--- config.mk ---
export PLATFORM = sky130hd
export DESIGN_NAME = vec_irq_seq
export DESIGN_NICKNAME = d
export VERILOG_FILES = /design/src/rtl/vis_pkg.sv /design/src/rtl/vis_ctrl.sv /design/src/rtl/vis_pc_asm.sv /design/src/rtl/vec_irq_seq.sv
export SDC_FILE = /design/constraint.sdc
export NUM_CORES = 1
export LEC_CHECK = 0
export ABC_AREA = 1
export BUFFER_PORTS_ARGS = -buffer_cell sky130_fd_sc_hd__buf_2
export CORE_MARGIN = 5
export CORE_UTILIZATION = 45
export DETAILED_ROUTE_END_ITERATION = 7
export PLACE_DENSITY = 0.71
export SYNTH_ARGS = -nofsm -noshare
export SYNTH_HDL_FRONTEND = slang
export SYNTH_SLANG_ARGS = --single-unit
--- constraint.sdc ---
create_clock -name clk -period 3.25 [get_ports clk]
set_clock_uncertainty 0.05 [all_clocks]
set_input_delay 0.975 -clock clk [delete_from_list [all_inputs] [get_ports clk]]
set_output_delay 0.975 -clock clk [all_outputs]
set_load 0.005 [all_outputs]
--- src/rtl/vis_pkg.sv ---
package vis_pkg;

    localparam int BYTE_W      = 8;
    localparam int SHORT_W     = 16;
    localparam int ADDR_W      = 24;
    localparam int LONG_BYTES  = ADDR_W / BYTE_W;
    localparam int SHORT_BYTES = SHORT_W / BYTE_W;
    localparam int IDX_W       = $clog2(LONG_BYTES + 1);

    typedef enum logic [2:0] {
        ST_IDLE,
        ST_PUSH,
        ST_FETCH,
        ST_COMMIT,
        ST_DONE
    } seq_state_e;

    typedef struct packed {
        logic               linear;
        logic [BYTE_W-1:0]  vec;
        logic [ADDR_W-1:0]  pc;
        logic [SHORT_W-1:0] tbl;
        logic [BYTE_W-1:0]  mbase;
        logic [SHORT_W-1:0] sps;
        logic [ADDR_W-1:0]  spl;
    } irq_ctx_t;

    function automatic logic [IDX_W-1:0] xfer_count(input logic linear);
        return linear ? IDX_W'(LONG_BYTES) : IDX_W'(SHORT_BYTES);
    endfunction

    // stack address for the idx-th push (pre-decrement)
    function automatic logic [ADDR_W-1:0] push_addr(input irq_ctx_t c, input logic [IDX_W-1:0] idx);
        logic [SHORT_W-1:0] off16;
        off16 = c.sps - SHORT_W'(idx) - SHORT_W'(1);
        return c.linear ? (c.spl - ADDR_W'(idx) - ADDR_W'(1)) : {c.mbase, off16};
    endfunction

    // most significant byte first
    function automatic logic [BYTE_W-1:0] push_byte(input irq_ctx_t c, input logic [IDX_W-1:0] idx);
        logic [IDX_W-1:0] sh;
        sh = xfer_count(c.linear) - idx - IDX_W'(1);
        return BYTE_W'(c.pc >> (BYTE_W * int'(sh)));
    endfunction

    function automatic logic [ADDR_W-1:0] table_addr(input irq_ctx_t c, input logic [IDX_W-1:0] idx);
        logic [SHORT_W-1:0] off16;
        off16 = {c.tbl[BYTE_W-1:0], c.vec} + SHORT_W'(idx);
        return c.linear ? ({c.tbl, c.vec} + ADDR_W'(idx)) : {c.mbase, off16};
    endfunction

endpackage

--- src/rtl/vis_ctrl.sv ---
module vis_ctrl
    import vis_pkg::*;
(
    input  logic             clk,
    input  logic             rst,
    input  logic             start,
    input  logic             linear,
    input  logic             xfer,
    output seq_state_e       state,
    output logic [IDX_W-1:0] idx
);

    logic last;
    assign last = (idx == xfer_count(linear) - IDX_W'(1));

    always_ff @(posedge clk) begin
        if (rst) begin
            state <= ST_IDLE;
            idx   <= '0;
        end else begin
            case (state)
                ST_IDLE: if (start) begin
                    state <= ST_PUSH;
                    idx   <= '0;
                end
                ST_PUSH: if (xfer) begin
                    if (last) begin
                        state <= ST_FETCH;
                        idx   <= '0;
                    end else begin
                        idx <= idx + IDX_W'(1);
                    end
                end
                ST_FETCH: if (xfer) begin
                    if (last) begin
                        state <= ST_COMMIT;
                        idx   <= '0;
                    end else begin
                        idx <= idx + IDX_W'(1);
                    end
                end
                ST_COMMIT: state <= ST_DONE;
                default:   state <= ST_IDLE;
            endcase
        end
    end


    push_hold_chk: assert property (@(posedge clk) disable iff (rst)
        (state == ST_PUSH && !xfer) |=> (state == ST_PUSH && $stable(idx)));

endmodule

--- src/rtl/vis_pc_asm.sv ---
module vis_pc_asm
    import vis_pkg::*;
(
    input  logic              clk,
    input  logic              rst,
    input  logic              clear,
    input  logic              load,
    input  logic [IDX_W-1:0]  idx,
    input  logic [BYTE_W-1:0] rdata,
    output logic [ADDR_W-1:0] word
);

    for (genvar g = 0; g < LONG_BYTES; g++) begin : g_lane
        always_ff @(posedge clk) begin
            if (rst || clear) begin
                word[g*BYTE_W +: BYTE_W] <= '0;
            end else if (load && idx == IDX_W'(g)) begin
                word[g*BYTE_W +: BYTE_W] <= rdata;
            end
        end
    end

endmodule

--- src/rtl/vec_irq_seq.sv ---
module vec_irq_seq
    import vis_pkg::*;
(
    input  logic               clk,
    input  logic               rst,
    input  logic               irq_accept,
    input  logic [BYTE_W-1:0]  data_in,
    input  logic               adl,
    input  logic [ADDR_W-1:0]  pc_in,
    input  logic [SHORT_W-1:0] i_in,
    input  logic [BYTE_W-1:0]  mbase_in,
    input  logic [SHORT_W-1:0] sps_in,
    input  logic [ADDR_W-1:0]  spl_in,
    output logic               mem_req,
    output logic               mem_we,
    output logic [ADDR_W-1:0]  mem_addr,
    output logic [BYTE_W-1:0]  mem_wdata,
    input  logic [BYTE_W-1:0]  mem_rdata,
    input  logic               mem_rdy,
    output logic               ief_clr,
    output logic               pc_we,
    output logic [ADDR_W-1:0]  pc_out,
    output logic               sps_we,
    output logic [SHORT_W-1:0] sps_out,
    output logic               spl_we,
    output logic [ADDR_W-1:0]  spl_out,
    output logic               busy,
    output logic               done
);

    seq_state_e        state;
    logic [IDX_W-1:0]  idx;
    irq_ctx_t          ctx_q;
    logic              start;
    logic              xfer;
    logic [ADDR_W-1:0] fetched;

    assign start = irq_accept && (state == ST_IDLE);
    assign xfer  = mem_req && mem_rdy;

    always_ff @(posedge clk) begin
        if (rst) begin
            ctx_q   <= '0;
            ief_clr <= 1'b0;
        end else begin
            ief_clr <= start;
            if (start) begin
                ctx_q <= '{linear: adl, vec: data_in, pc: pc_in, tbl: i_in,
                           mbase: mbase_in, sps: sps_in, spl: spl_in};
            end
        end
    end

    vis_ctrl u_ctrl (
        .clk    (clk),
        .rst    (rst),
        .start  (start),
        .linear (ctx_q.linear),
        .xfer   (xfer),
        .state  (state),
        .idx    (idx)
    );

    vis_pc_asm u_pc_asm (
        .clk   (clk),
        .rst   (rst),
        .clear (start),
        .load  (xfer && state == ST_FETCH),
        .idx   (idx),
        .rdata (mem_rdata),
        .word  (fetched)
    );

    always_comb begin
        mem_req   = (state == ST_PUSH) || (state == ST_FETCH);
        mem_we    = (state == ST_PUSH);
        mem_addr  = (state == ST_PUSH) ? push_addr(ctx_q, idx) : table_addr(ctx_q, idx);
        mem_wdata = (state == ST_PUSH) ? push_byte(ctx_q, idx) : '0;
        pc_we     = (state == ST_COMMIT);
        pc_out    = ctx_q.linear ? fetched : {ctx_q.mbase, fetched[SHORT_W-1:0]};
        sps_we    = pc_we && !ctx_q.linear;
        sps_out   = ctx_q.sps - SHORT_W'(SHORT_BYTES);
        spl_we    = pc_we && ctx_q.linear;
        spl_out   = ctx_q.spl - ADDR_W'(LONG_BYTES);
        busy      = (state != ST_IDLE);
        done      = (state == ST_DONE);
    end


    mem_hold_chk: assert property (@(posedge clk) disable iff (rst)
        (mem_req && !mem_rdy) |=> (mem_req && $stable(mem_addr) && $stable(mem_we) && $stable(mem_wdata)));


    done_follow_chk: assert property (@(posedge clk) disable iff (rst)
        pc_we |=> (done && !pc_we));


    done_pulse_chk: assert property (@(posedge clk) disable iff (rst)
        done |=> (!done && !busy));


    ief_pulse_chk: assert property (@(posedge clk) disable iff (rst)
        ief_clr |=> !ief_clr);


    one_stack_chk: assert property (@(posedge clk) disable iff (rst)
        (sps_we || spl_we) |-> (pc_we && !(sps_we && spl_we)));


    busy_ignore_chk: assert property (@(posedge clk) disable iff (rst)
        (busy && irq_accept) |=> !ief_clr);

endmodule

; ---- Yosys cells after proc, flatten, opt, wreduce, memory -nomap -nowiden
; Index checks and enable logic that the tools add are counted.
[totals]
regBits = 127
input_bits = 109
wordCells = 73
[op_classes]
n_addsub = 12
n_eq_ne = 13
n_shift = 1
muxes = 16
reduce_logical = 18
[op_table]
columns = op, count
row1 = 24-bit 2-to-1 mux, 4
row2 = 24-bit by 2-bit adder with 24-bit output, 1
row3 = 24-bit by 5-bit right shift with 8-bit output, 1
row4 = 24-bit by 1-bit subtractor with 24-bit output (second input constant), 1
row5 = 24-bit by 2-bit subtractor with 24-bit output, 1
row6 = 24-bit by 2-bit subtractor with 24-bit output (second input constant), 1
row7 = 16-bit by 2-bit adder with 16-bit output, 1
row8 = 16-bit by 1-bit subtractor with 16-bit output (second input constant), 1
row9 = 16-bit by 2-bit subtractor with 16-bit output, 1
row10 = 16-bit by 2-bit subtractor with 16-bit output (second input constant), 1
row11 = 3-bit 2-to-1 mux, 5
row12 = 3-bit one-hot mux with 4 select lines, 1
row13 = 2-bit by 1-bit inequality test with 1-bit output (second input constant), 5
row14 = 1-bit logical AND, 8
row15 = 8-bit 2-to-1 mux, 1
row16 = 3-bit by 2-bit == test with 1-bit output (second input constant), 2
row17 = 2-bit 2-to-1 mux, 3
row18 = 5-bit AND reduction, 1
row19 = 2-bit one-hot mux with 2 select lines, 1
row20 = 2-bit by 1-bit subtractor with 2-bit output (second input constant), 2
row21 = 3-bit by 1-bit == test with 1-bit output (second input constant), 1
row22 = 3-bit == test (second input constant), 1
row23 = 3-bit zero test, 1
row24 = 3-bit AND reduction, 1
row25 = 13 further kinds, 14

; ---- Logic depth before layout (Yosys ltp)
; Gate-level depths: netlist (run 1).
[logic_depth]
word_depth = 6
mapped_depth = 12
ltp_nobuf = 12

; ---- By module
; From an unflattened synthesis (run 1), not the netlist that was laid out.
[hier_totals]
cells_unflattened = 1234
hier_area_um2 = 7967.6
[modules_own_cells]
columns = module, n_inst, cells_each, area_per_inst_um2
row1 = vec_irq_seq, 1, 1030, 6596.3
row2 = vis_pc_asm, 1, 157, 1079.8
row3 = vis_ctrl, 1, 47, 291.5

; ---- Worst setup path after synthesis (run 1)
; OpenSTA, ideal clock, no wires.
[synth_timing]
kind = register to output
startpoint = register u_ctrl.idx[1]
endpoint = output mem_addr[8]
arrival_time_ns = 1.807
required_ns = 2.225
setup_slack_ns = 0.418
path_stages_with_launch = 12
path_buffers = 0
cell_sequence = dfxtp_1 > inv_1 > fa_1 > nor2_1 > nand2_1 > inv_1 > nand2_1 > a21oi_1 > o21ai_0 > nand2_1 > nand2_1 > nand2_1
[synth_between]
elab_chain_len = 4
[synth_rtl]
columns = element, line
row1 = from (decl), vis_ctrl.sv:10  ; output logic [IDX_W-1:0] idx
row2 = from (signal assigned), vis_ctrl.sv:31  ; idx <= idx + IDX_W'(1);
row3 = from (signal assigned), vis_ctrl.sv:39  ; idx <= idx + IDX_W'(1);
row4 = 24-bit by 2-bit subtractor with 24-bit output / 16-bit by 2-bit subtractor with 16-bit output (equally long branches), "vis_pkg.sv:36, vis_pkg.sv:35"
row5 = 24-bit by 1-bit subtractor with 24-bit output / 16-bit by 1-bit subtractor with 16-bit output (equally long branches), "vis_pkg.sv:36, vis_pkg.sv:35"
row6 = 24-bit 2-to-1 mux, vis_pkg.sv:36  ; return c.linear ? (c.spl - ADDR_W'(idx) - ADDR_W'(1)) : {c.mbase, off16};
row7 = 24-bit 2-to-1 mux *, vec_irq_seq.sv:77  ; mem_addr = (state == ST_PUSH) ? push_addr(ctx_q, idx) : table_addr(ctx_q, idx);
row8 = to (decl), vec_irq_seq.sv:16  ; output logic [ADDR_W-1:0] mem_addr,
; Every way passes the cells marked *; elsewhere a longest branch is shown, timed or not.

; ---- Worst setup path in the final report (run 1)
[layout_timing]
startpoint = register u_ctrl.idx[1]
endpoint = output mem_addr[14]
; Same word-level chain as after synthesis.

==> Flow_metrics.wiki, run 1 <==
{| class="wikitable"
! Metric !! Value
|-
| Total CTS buffers || 17
|-
| Root Buffer || clkbuf_16
|-
| Clock tree from TritonCTS || built
|-
| Combined area of all synthesized cells || 7420 sq um
|-
| FF-to-FF setup slack || ~1.3 ns
|-
| Number of flops mapped to enable cells by yosys || 0
|-
| Slowest Stage Delay on Critical Path || ~0.5 ns
|-
| Clk slew on worst S/H paths || about 0.060 ns
|-
| Maximum number of pins on one net before global-route repair || between 60 and 70
|-
| Achievable Freq || about 0.29 GHz
|-
| Final nets || roughly 1,500
|-
| Placement Rows || 47
|-
| Setup repair after global routing missed its margin || true
|-
| Highest-count cells in the layout ignoring fill and taps || 316 x nand2_1, 211 x buf_2, 122 x dfxtp_1
|-
| Minimum clock period after layout || 3.43 ns
|-
| Sequential cell area fraction in the yosys report || 0.343
|-
| Clock net sink count || around 130
|-
| Clock latency of the later-clocked register in the worst-skew pair || approximately 0.43 ns
|-
| Combinational fraction of design power || 0.498
|-
| Synth-to-layout area growth || 32.1%
|-
| Hold buffer count at CTS || 0
|-
| Deepest clock path buffer count || 2
|-
| Outcome || complete, but fails checks
|-
| Seq cells post-synth || between 100 and 150
|-
| Min setup slack post-route || -0.177 ns
|-
| Die Width || about 140 microns
|-
| Placement-stage worst setup slack || between 0.06 and 0.07 ns
|-
| WS Path Type || reg -> out
|-
| Post-synth net total || 1,279
|-
| First-pass GRT wire length || between 40,000 and 50,000 microns
|-
| Design internal power || between 4000 and 5000 uW
|-
| Diode insertion count for antenna repair || 0
|-
| Leftover overflow at the end of global routing || 0
|-
| Net switching power || between 3000 and 4000 uW
|-
| VDD IR-drop max || ~460 uV
|-
| Hold Fails Final Rpt || 0
|-
| Synth warn || 0
|-
| Total count of max-transition violations in the final report || 0
|-
| Initial standard-cell utilization of the core || 0.452
|-
| Most common cell after layout, fill and taps aside || nand2_1
|-
| Main area contributors after synthesis || dfxtp_1 34%, nand2_1 17%, nand3_1 9.2%
|-
| Mean number of vias per cell || 5.22
|-
| Prevailing post-synth register cell || dfxtp_1
|-
| Post-synthesis cell type count || 34
|-
| Element type at the critical path start || flip-flop
|-
| Max_cap viols || 0
|-
| Synthesized area per cell || between 6 and 7 sq um
|-
| Slowest stage cell on the critical path || fa_2
|-
| Vias in the first global route || roughly 7,900
|-
| Overall die height || about 140 microns
|-
| Max transition margin || 0.640
|-
| Number of instances in the synthesized netlist || around 1,200
|-
| Fillcell total || 1,600
|-
| Routed length per placed instance || 16.3 microns
|-
| Total negative slack for setup checks || -1.71 ns
|-
| DRT Pass-1 Iters || 6
|-
| Failing checks || negative setup slack
|-
| Layout Utilization || 0.598
|-
| Total global routing track utilization || 0.262
|-
| LEAKAGE || 0.00460 uW
|-
| Critical path fanouts, max || 5
|-
| Yosys top cell area share || 0.343
|-
| Half-perimeter wire length after placement || between 15,000 and 20,000 microns
|-
| Via total after detailed routing || between 8,000 and 9,000
|-
| Type of the most critical hold path || reg -> reg
|-
| Number of levels in the clock H-tree || 4
|-
| Most used cell along the critical path || nand2_1
|-
| Cell area after placement || around 8600 sq um
|-
| Endpoint type of the worst setup path || output pin
|-
| Transition at the pin with the smallest max-transition slack || between 0.5 and 0.6 ns
|-
| Number of nets with antenna violations after detailed routing || 0
|-
| Library cell occupying the most area in the post-synthesis netlist || dfxtp_1
|-
| Post-route DRC || 0
|-
| Routed wire length || between 20,000 and 30,000 microns
|-
| Pwr dens || 852 nW/um^2
|-
| Part of the total power dissipated in sequential elements || 0.258
|-
| Final instance area || 9800 sq um
|-
| Boundary pin count || between 200 and 250
|-
| Period utilisation layout || 1.05
|-
| Clock network power share || 0.245
|-
| Fraction of layout instances using a drive strength above 1 || 0.275
|-
| Antenna violations before repair || 2
|-
| Setup-violating endpoint count in the final report || 21
|-
| Crit path DAT || approximately 2.4 ns
|-
| Number of port buffers || approximately 210
|-
| 1st-iter DRT viols || 678
|-
| Proportion of total power due to net switching || 0.441
|-
| GP Congestion || 0.937
|-
| Req. time, crit path || about 2.2 ns
|-
| Die area || approximately 19,000 sq um
|-
| Overall power after layout || approximately 8400 uW
|-
| Cell Chain, Critical Path || clkinvlp_4 -> fa_2 -> nor2_2 -> nand2_1 -> inv_1 -> nand2_1 -> nand3_1 -> nand3_1 -> nand2_1 -> buf_2
|-
| Post-synth ARST share || 0
|-
| Core Footprint || 16,400 sq um
|}
==> metrics by stage <==
stage / cells / hold slack (ns)
global placement: 1548 / 0.398
global route: 1600 / 0.434
CTS: 1591 / 0.415
floorplan: 1155 / 0.384
detailed placement: 1548 / 0.403
finish: 1600 / 0.410
==> state kept, by name, summed over array words and instances, names as in the netlist <==
name,flops
ctx_q,97
u_ctrl.idx,2
ief_clr,1
u_ctrl.state,3
u_pc_asm.word,24
==> worst max-delay path, delay by kind of cell, from the launching register on <==
| family | cells | cell delay (ns) |
|---|---|---|
| adders and majority gates | 1 | 0.50 |
| buffers and inverters | 3 | 0.41 |
| DFF | 1 | 0.36 |
| and+or+nand+nor | 6 | 0.70 |
==> synth_stat cells (3+ instances only) <==
master / n
buf_1: 3
xor2_1: 36
inv_1: 107
buf_4: 21
a211oi_1: 16
fa_1: 3
a21oi_1: 46
nor2_1: 129
nor2_4: 3
nand3_1: 137
o21ai_0: 106
clkbuf_1: 18
nand2_1: 339
dfxtp_1: 127
nand4_1: 9
buf_2: 14
nor3_1: 4
ha_1: 12
==> path summary, 6_finish.rpt <==
kind	end	start	depth (start not counted)
max reg2reg	u_ctrl.state[1]$_SDFFE_PP0P_	ctx_q[96]$_SDFFE_PP0P_	7
max	mem_addr[14]	u_ctrl.idx[1]$_SDFFE_PP0P_	10
min	u_pc_asm.word[15]$_SDFFE_PP0P_	u_pc_asm.word[15]$_SDFFE_PP0P_	2
min reg2reg	u_pc_asm.word[15]$_SDFFE_PP0P_	u_pc_asm.word[15]$_SDFFE_PP0P_	2
==> kinds of logic after synthesis <==
family / after synthesis / synth area share
mux: 2 / 0.00270
buf+inv: 169 / 0.100
xor+xnor: 38 / 0.0448
compound gates: 177 / 0.128
fa+ha+maj: 15 / 0.0283
flops: 127 / 0.343
simple gates: 627 / 0.353
==> power groups by stage <==
stage	Sequential [uW]	Clock [uW]	Combinational, uW
floorplan	2060	0	2300
global placement	2150	0	3560
detailed placement	2150	0	3590
CTS	2130	2060	3820
global route	2180	2140	4600
finish	2150	2040	4160
==> repair_timing <==
item	in CTS	in global routing
pin swaps	14	21
buffers inserted	11	10
gates resized for setup	60	69
endpoints found under the setup margin	31	28
==> per-layer routing <==
layer / wire (microns) / vias up / GRT usage / part of all wire
met2: 12200 / 341 / 0.424 / 0.47
met5: 21 / - / 0 / 0.00081
met3: 2080 / 60 / 0.0635 / 0.080
li1: - / 4148 / - / -
met1: 11000 / 3806 / 0.332 / 0.42
met4: 811 / 4 / 0.113 / 0.031
==> area by class of cell <==
| type | count | area [sq um] | area share |
|---|---|---|---|
| Tap cell | 220 | 275 | 0.0281 |
| Timing Repair Buffer | 251 | 1390 | 0.142 |
| Multi-Input combinational cell | 859 | 4530 | 0.462 |
| Sequential cell | 127 | 2550 | 0.260 |
| Inverter | 111 | 432 | 0.0440 |
| Clock inverter | 15 | 199 | 0.0203 |
| Clock buffer | 17 | 425 | 0.0434 |
No activity file was read; power rests on OpenSTA's default activity.
==> run 2, diff against run 1 <==
--- a/config.mk
+++ b/config.mk
@@ -5,11 +5,12 @@
 export SDC_FILE = /design/constraint.sdc
 export NUM_CORES = 1
 export LEC_CHECK = 0
-export ABC_AREA = 1
+export ABC_AREA = 0
 export BUFFER_PORTS_ARGS = -buffer_cell sky130_fd_sc_hd__buf_2
 export CORE_MARGIN = 5
 export CORE_UTILIZATION = 45
 export DETAILED_ROUTE_END_ITERATION = 7
+export HOLD_SLACK_MARGIN = 0.08
 export PLACE_DENSITY = 0.71
 export SYNTH_ARGS = -nofsm -noshare
 export SYNTH_HDL_FRONTEND = slang
==> Flow_metrics.wiki, run 2 <==
{| class="wikitable"
! Metric !! Value
|-
| Number of flip-flops in the largest register || 97 (unchanged)
|-
| Leftover overflow at the end of global routing || 0 (unchanged)
|-
| Seq cells post-synth || 127 (unchanged)
|-
| Req. time, crit path || 2.22 ns (about the same)
|-
| Library cell occupying the most area in the post-synthesis netlist || dfxtp_1 (unchanged)
|-
| Worst hold-check slack || 0.402 ns (was 0.410 ns)
|-
| Total count of max-transition violations in the final report || 0 (unchanged)
|-
| Sequential cell area fraction in the yosys report || 0.366 (was 0.343)
|-
| Minimum clock period after layout || 3.73 ns (was 3.43 ns)
|-
| Clock latency of the later-clocked register in the worst-skew pair || 0.42 ns (was 0.43 ns)
|-
| Pwr dens || 629 nW/um^2 (was 852 nW/um^2)
|-
| Combined area of all synthesized cells || 6950 sq um (was 7420 sq um)
|-
| Achievable Freq || 0.268 GHz (was 0.292 GHz)
|-
| Number of flops mapped to enable cells by yosys || 0 (unchanged)
|-
| Total global routing track utilization || 0.246 (was 0.262)
|-
| Initial standard-cell utilization of the core || 0.459 (was 0.452)
|-
| Setup-violating endpoint count in the final report || 22 (was 21)
|-
| Kind of cell with the highest combined delay on the critical path || adder cells (was simple AND/OR/NAND/NOR gates)
|-
| Post-synth ARST share || 0 (unchanged)
|-
| Number of instances in the synthesized netlist || 791 (was 1,155)
|-
| Element type at the critical path start || flip-flop (unchanged)
|-
| Top flop regs || ctx_q (97), u_pc_asm.word (24), u_ctrl.state (3) (unchanged)
|-
| Final nets || 1,144 (was 1,491)
|-
| Clock net sink count || 127 (unchanged)
|-
| Total negative slack for setup checks || -5.67 ns (was -1.71 ns)
|-
| Period utilisation layout || 1.15 (was 1.05)
|-
| Critical path depth in cells || 11 (was 10)
|-
| Post-route DRC || 0 (unchanged)
|-
| Bufs and invs on worst path || 4 (was 3)
|-
| Fraction of layout instances using a drive strength above 1 || 0.406 (was 0.275)
|-
| Max transition margin || 0.581 (was 0.640)
|-
| Mean number of vias per cell || 5.70 (was 5.22)
|-
| Hold Fails Final Rpt || 0 (unchanged)
|-
| Layout Utilization || 0.633 (was 0.598)
|-
| Slowest stage cell on the critical path || fa_2 (unchanged)
|-
| Transition at the pin with the smallest max-transition slack || 0.623 ns (was 0.539 ns)
|-
| R2R depth || 6 (was 7)
|-
| Synth-to-layout area growth || 38.1% (was 32.1%)
|-
| Antenna violations before repair || 8 (was 2)
|-
| Half-perimeter wire length after placement || 16,300 microns (was 19,400 microns)
|-
| Slowest Stage Delay on Critical Path || 0.41 ns (was 0.50 ns)
|-
| Clock tree from TritonCTS || built (unchanged)
|-
| Synthesized area per cell || 8.78 sq um (was 6.43 sq um)
|-
| Hold buffer count at CTS || 0 (unchanged)
|-
| Clk slew on worst S/H paths || 0.06 ns (about the same)
|-
| Min setup slack post-route || -0.476 ns (was -0.177 ns)
|-
| Most common cell after layout, fill and taps aside || buf_2 (was nand2_1)
|-
| LEAKAGE || 0.00426 uW (was 0.00460 uW)
|-
| Max_cap viols || 0 (unchanged)
|-
| Number of levels in the clock H-tree || 4 (unchanged)
|-
| Number of nets with antenna violations after detailed routing || 0 (unchanged)
|-
| Root Buffer || clkbuf_16 (unchanged)
|-
| DRT Pass-1 Iters || 6 (unchanged)
|-
| Number of port buffers || 212 (unchanged)
|-
| Routed length per placed instance || 19.2 microns (was 16.3 microns)
|-
| Total CTS buffers || 17 (unchanged)
|-
| Post-synthesis cell type count || 61 (was 34)
|-
| Outcome || complete, but fails checks (unchanged)
|-
| VDD IR-drop max || 409 uV (was 456 uV)
|-
| Endpoint type of the worst setup path || output pin (unchanged)
|-
| Cell Chain, Critical Path || buf_4 -> buf_6 -> ha_4 -> fa_2 -> nand3_2 -> nor2_2 -> and4_1 -> xnor2_1 -> a222oi_1 -> buf_4 -> buf_6 (was clkinvlp_4 -> fa_2 -> nor2_2 -> nand2_1 -> inv_1 -> nand2_1 -> nand3_1 -> nand3_1 -> nand2_1 -> buf_2)
|-
| Deepest clock path buffer count || 2 (unchanged)
|-
| Failing checks || negative setup slack (unchanged)
|-
| Critical path fanouts, max || 2 (was 5)
|-
| Highest-count cells in the layout ignoring fill and taps || 211 x buf_2, 124 x dfxtp_1, 93 x a22o_1 (was 316 x nand2_1, 211 x buf_2, 122 x dfxtp_1)
|-
| Routed wire length || 23,500 microns (was 26,100 microns)
|-
| Vias in the first global route || 6,578 (was 7,901)
|-
| First-pass GRT wire length || 35,200 microns (was 40,900 microns)
|-
| Final instance area || 9590 sq um (was 9800 sq um)
|-
| Placement Rows || 45 (was 47)
|-
| Main area contributors after synthesis || dfxtp_1 37%, a22o_1 12%, xor2_1 5.8% (was dfxtp_1 34%, nand2_1 17%, nand3_1 9.2%)
|-
| Register containing the most flip-flops in the final layout || ctx_q (unchanged)
|-
| 1st-iter DRT viols || 641 (was 678)
|-
| Leading cell types by count after synthesis || 127 x dfxtp_1, 93 x a22o_1, 85 x nand2_1, 48 x nor2_1, 47 x nand3_1 (was 339 x nand2_1, 137 x nand3_1, 129 x nor2_1, 127 x dfxtp_1, 107 x inv_1)
|-
| WS Path Type || reg -> out (unchanged)
|-
| Most common cell in the synthesized netlist || dfxtp_1 (was nand2_1)
|-
| Cell area after placement || 8260 sq um (was 8600 sq um)
|-
| Core Footprint || 15,100 sq um (was 16,400 sq um)
|-
| Post-synth net total || 915 (was 1,279)
|-
| Prevailing post-synth register cell || dfxtp_1 (unchanged)
|-
| Via total after detailed routing || 6,964 (was 8,359)
|-
| Die Width || 134 microns (was 138 microns)
|-
| Boundary pin count || 213 (unchanged)
|-
| Die area || 18,000 sq um (was 19,200 sq um)
|-
| Cells on Worst Hold Path || 2 (unchanged)
|-
| GP Congestion || 0.913 (was 0.937)
|-
| Maximum number of pins on one net before global-route repair || 99 (was 64)
|-
| Overall die height || 134 microns (was 138 microns)
|-
| Type of the most critical hold path || reg -> reg (unchanged)
|-
| Yosys top cell area share || 0.366 (was 0.343)
|-
| Setup repair after global routing missed its margin || true (unchanged)
|-
| Crit path DAT || 2.70 ns (was 2.40 ns)
|-
| Synth warn || 0 (unchanged)
|}
## run 2: what timing repair did
action                     4_1_cts  5_1_grt
buffers inserted                 9       15
setup endpoints to repair       25       43
pin swaps                       30       42
resized for setup               59       60
gates cloned                     1        1
## run 2: cell families (layout without fill, tap and decap cells)
family | after synthesis | after routing | share of synthesized area
buffers and inverters | 93 | 334 | 0.0690
multiplexers | 13 | 13 | 0.0189
adder cells (fa/ha/maj) | 15 | 15 | 0.0303
flip-flops | 127 | 127 | 0.366
AO/OA/AOI/OAI | 186 | 186 | 0.199
XOR/XNOR | 88 | 88 | 0.112
AND/OR/NAND/NOR | 269 | 269 | 0.205
other | 0 | 2 | 0
## run 2: final timing paths
| check | startpoint | to | slack [ns] |
|---|---|---|---|
| worst max-delay path | u_ctrl.idx[0]$_SDFFE_PP0P_ | mem_addr[10] | -0.48 |
| worst min-delay path | u_pc_asm.word[4]$_SDFFE_PP0P_ | u_pc_asm.word[4]$_SDFFE_PP0P_ | 0.40 |
| worst max register to register | ctx_q[96]$_SDFFE_PP0P_ | u_ctrl.state[0]$_SDFFE_PP0P_ | 1.41 |
| worst min register to register | u_pc_asm.word[4]$_SDFFE_PP0P_ | u_pc_asm.word[4]$_SDFFE_PP0P_ | 0.40 |
## run 2: per-layer routing
| metal | routed length (microns) | vias up | track usage | part of all wire |
|---|---|---|---|---|
| met2 | 11100 | 340 | 0.401 | 0.47 |
| met5 | 64 | - | 0 | 0.0027 |
| met1 | 9830 | 3256 | 0.312 | 0.42 |
| met3 | 2000 | 65 | 0.0795 | 0.085 |
| li1 | - | 3291 | - | - |
| met4 | 527 | 12 | 0.0713 | 0.022 |
## run 2: metrics by stage
stage          instances  power [uW]  setup WS, ns
4_1_cts             1206        5830        -0.487
5_1_grt             1222        6330        -0.575
3_3_place_gp        1166        3780       -0.0864
3_5_place_dp        1166        3800       -0.0988
2_1_floorplan        791        3020        0.0290
6_report            1222        6040        -0.476
## run 2: tightest hold or removal path, delay by kind of cell, from the launching register on
kind             cells  cell delay (ns)
flip-flops           1             0.30
AND/OR/NAND/NOR      1             0.05
AO/OA/AOI/OAI        1             0.05
## run 2: layout make-up
class | instances | area, sq um
clock inverters | 12 | 138
multi-input cells | 571 | 4450
well taps | 188 | 235
repair buffers | 290 | 1730
fillers | 1276 | 5550
inverters | 13 | 53.8
clock buffers | 19 | 443
diodes | 2 | 5.00
flip-flops and latches | 127 | 2550
## run 2: power by group
part	total (uW)	switching, uW	internal (uW)
logic	2230	1180	1060
clock network	1900	747	1150
registers	1910	200	1710
total	6040	2120	3910
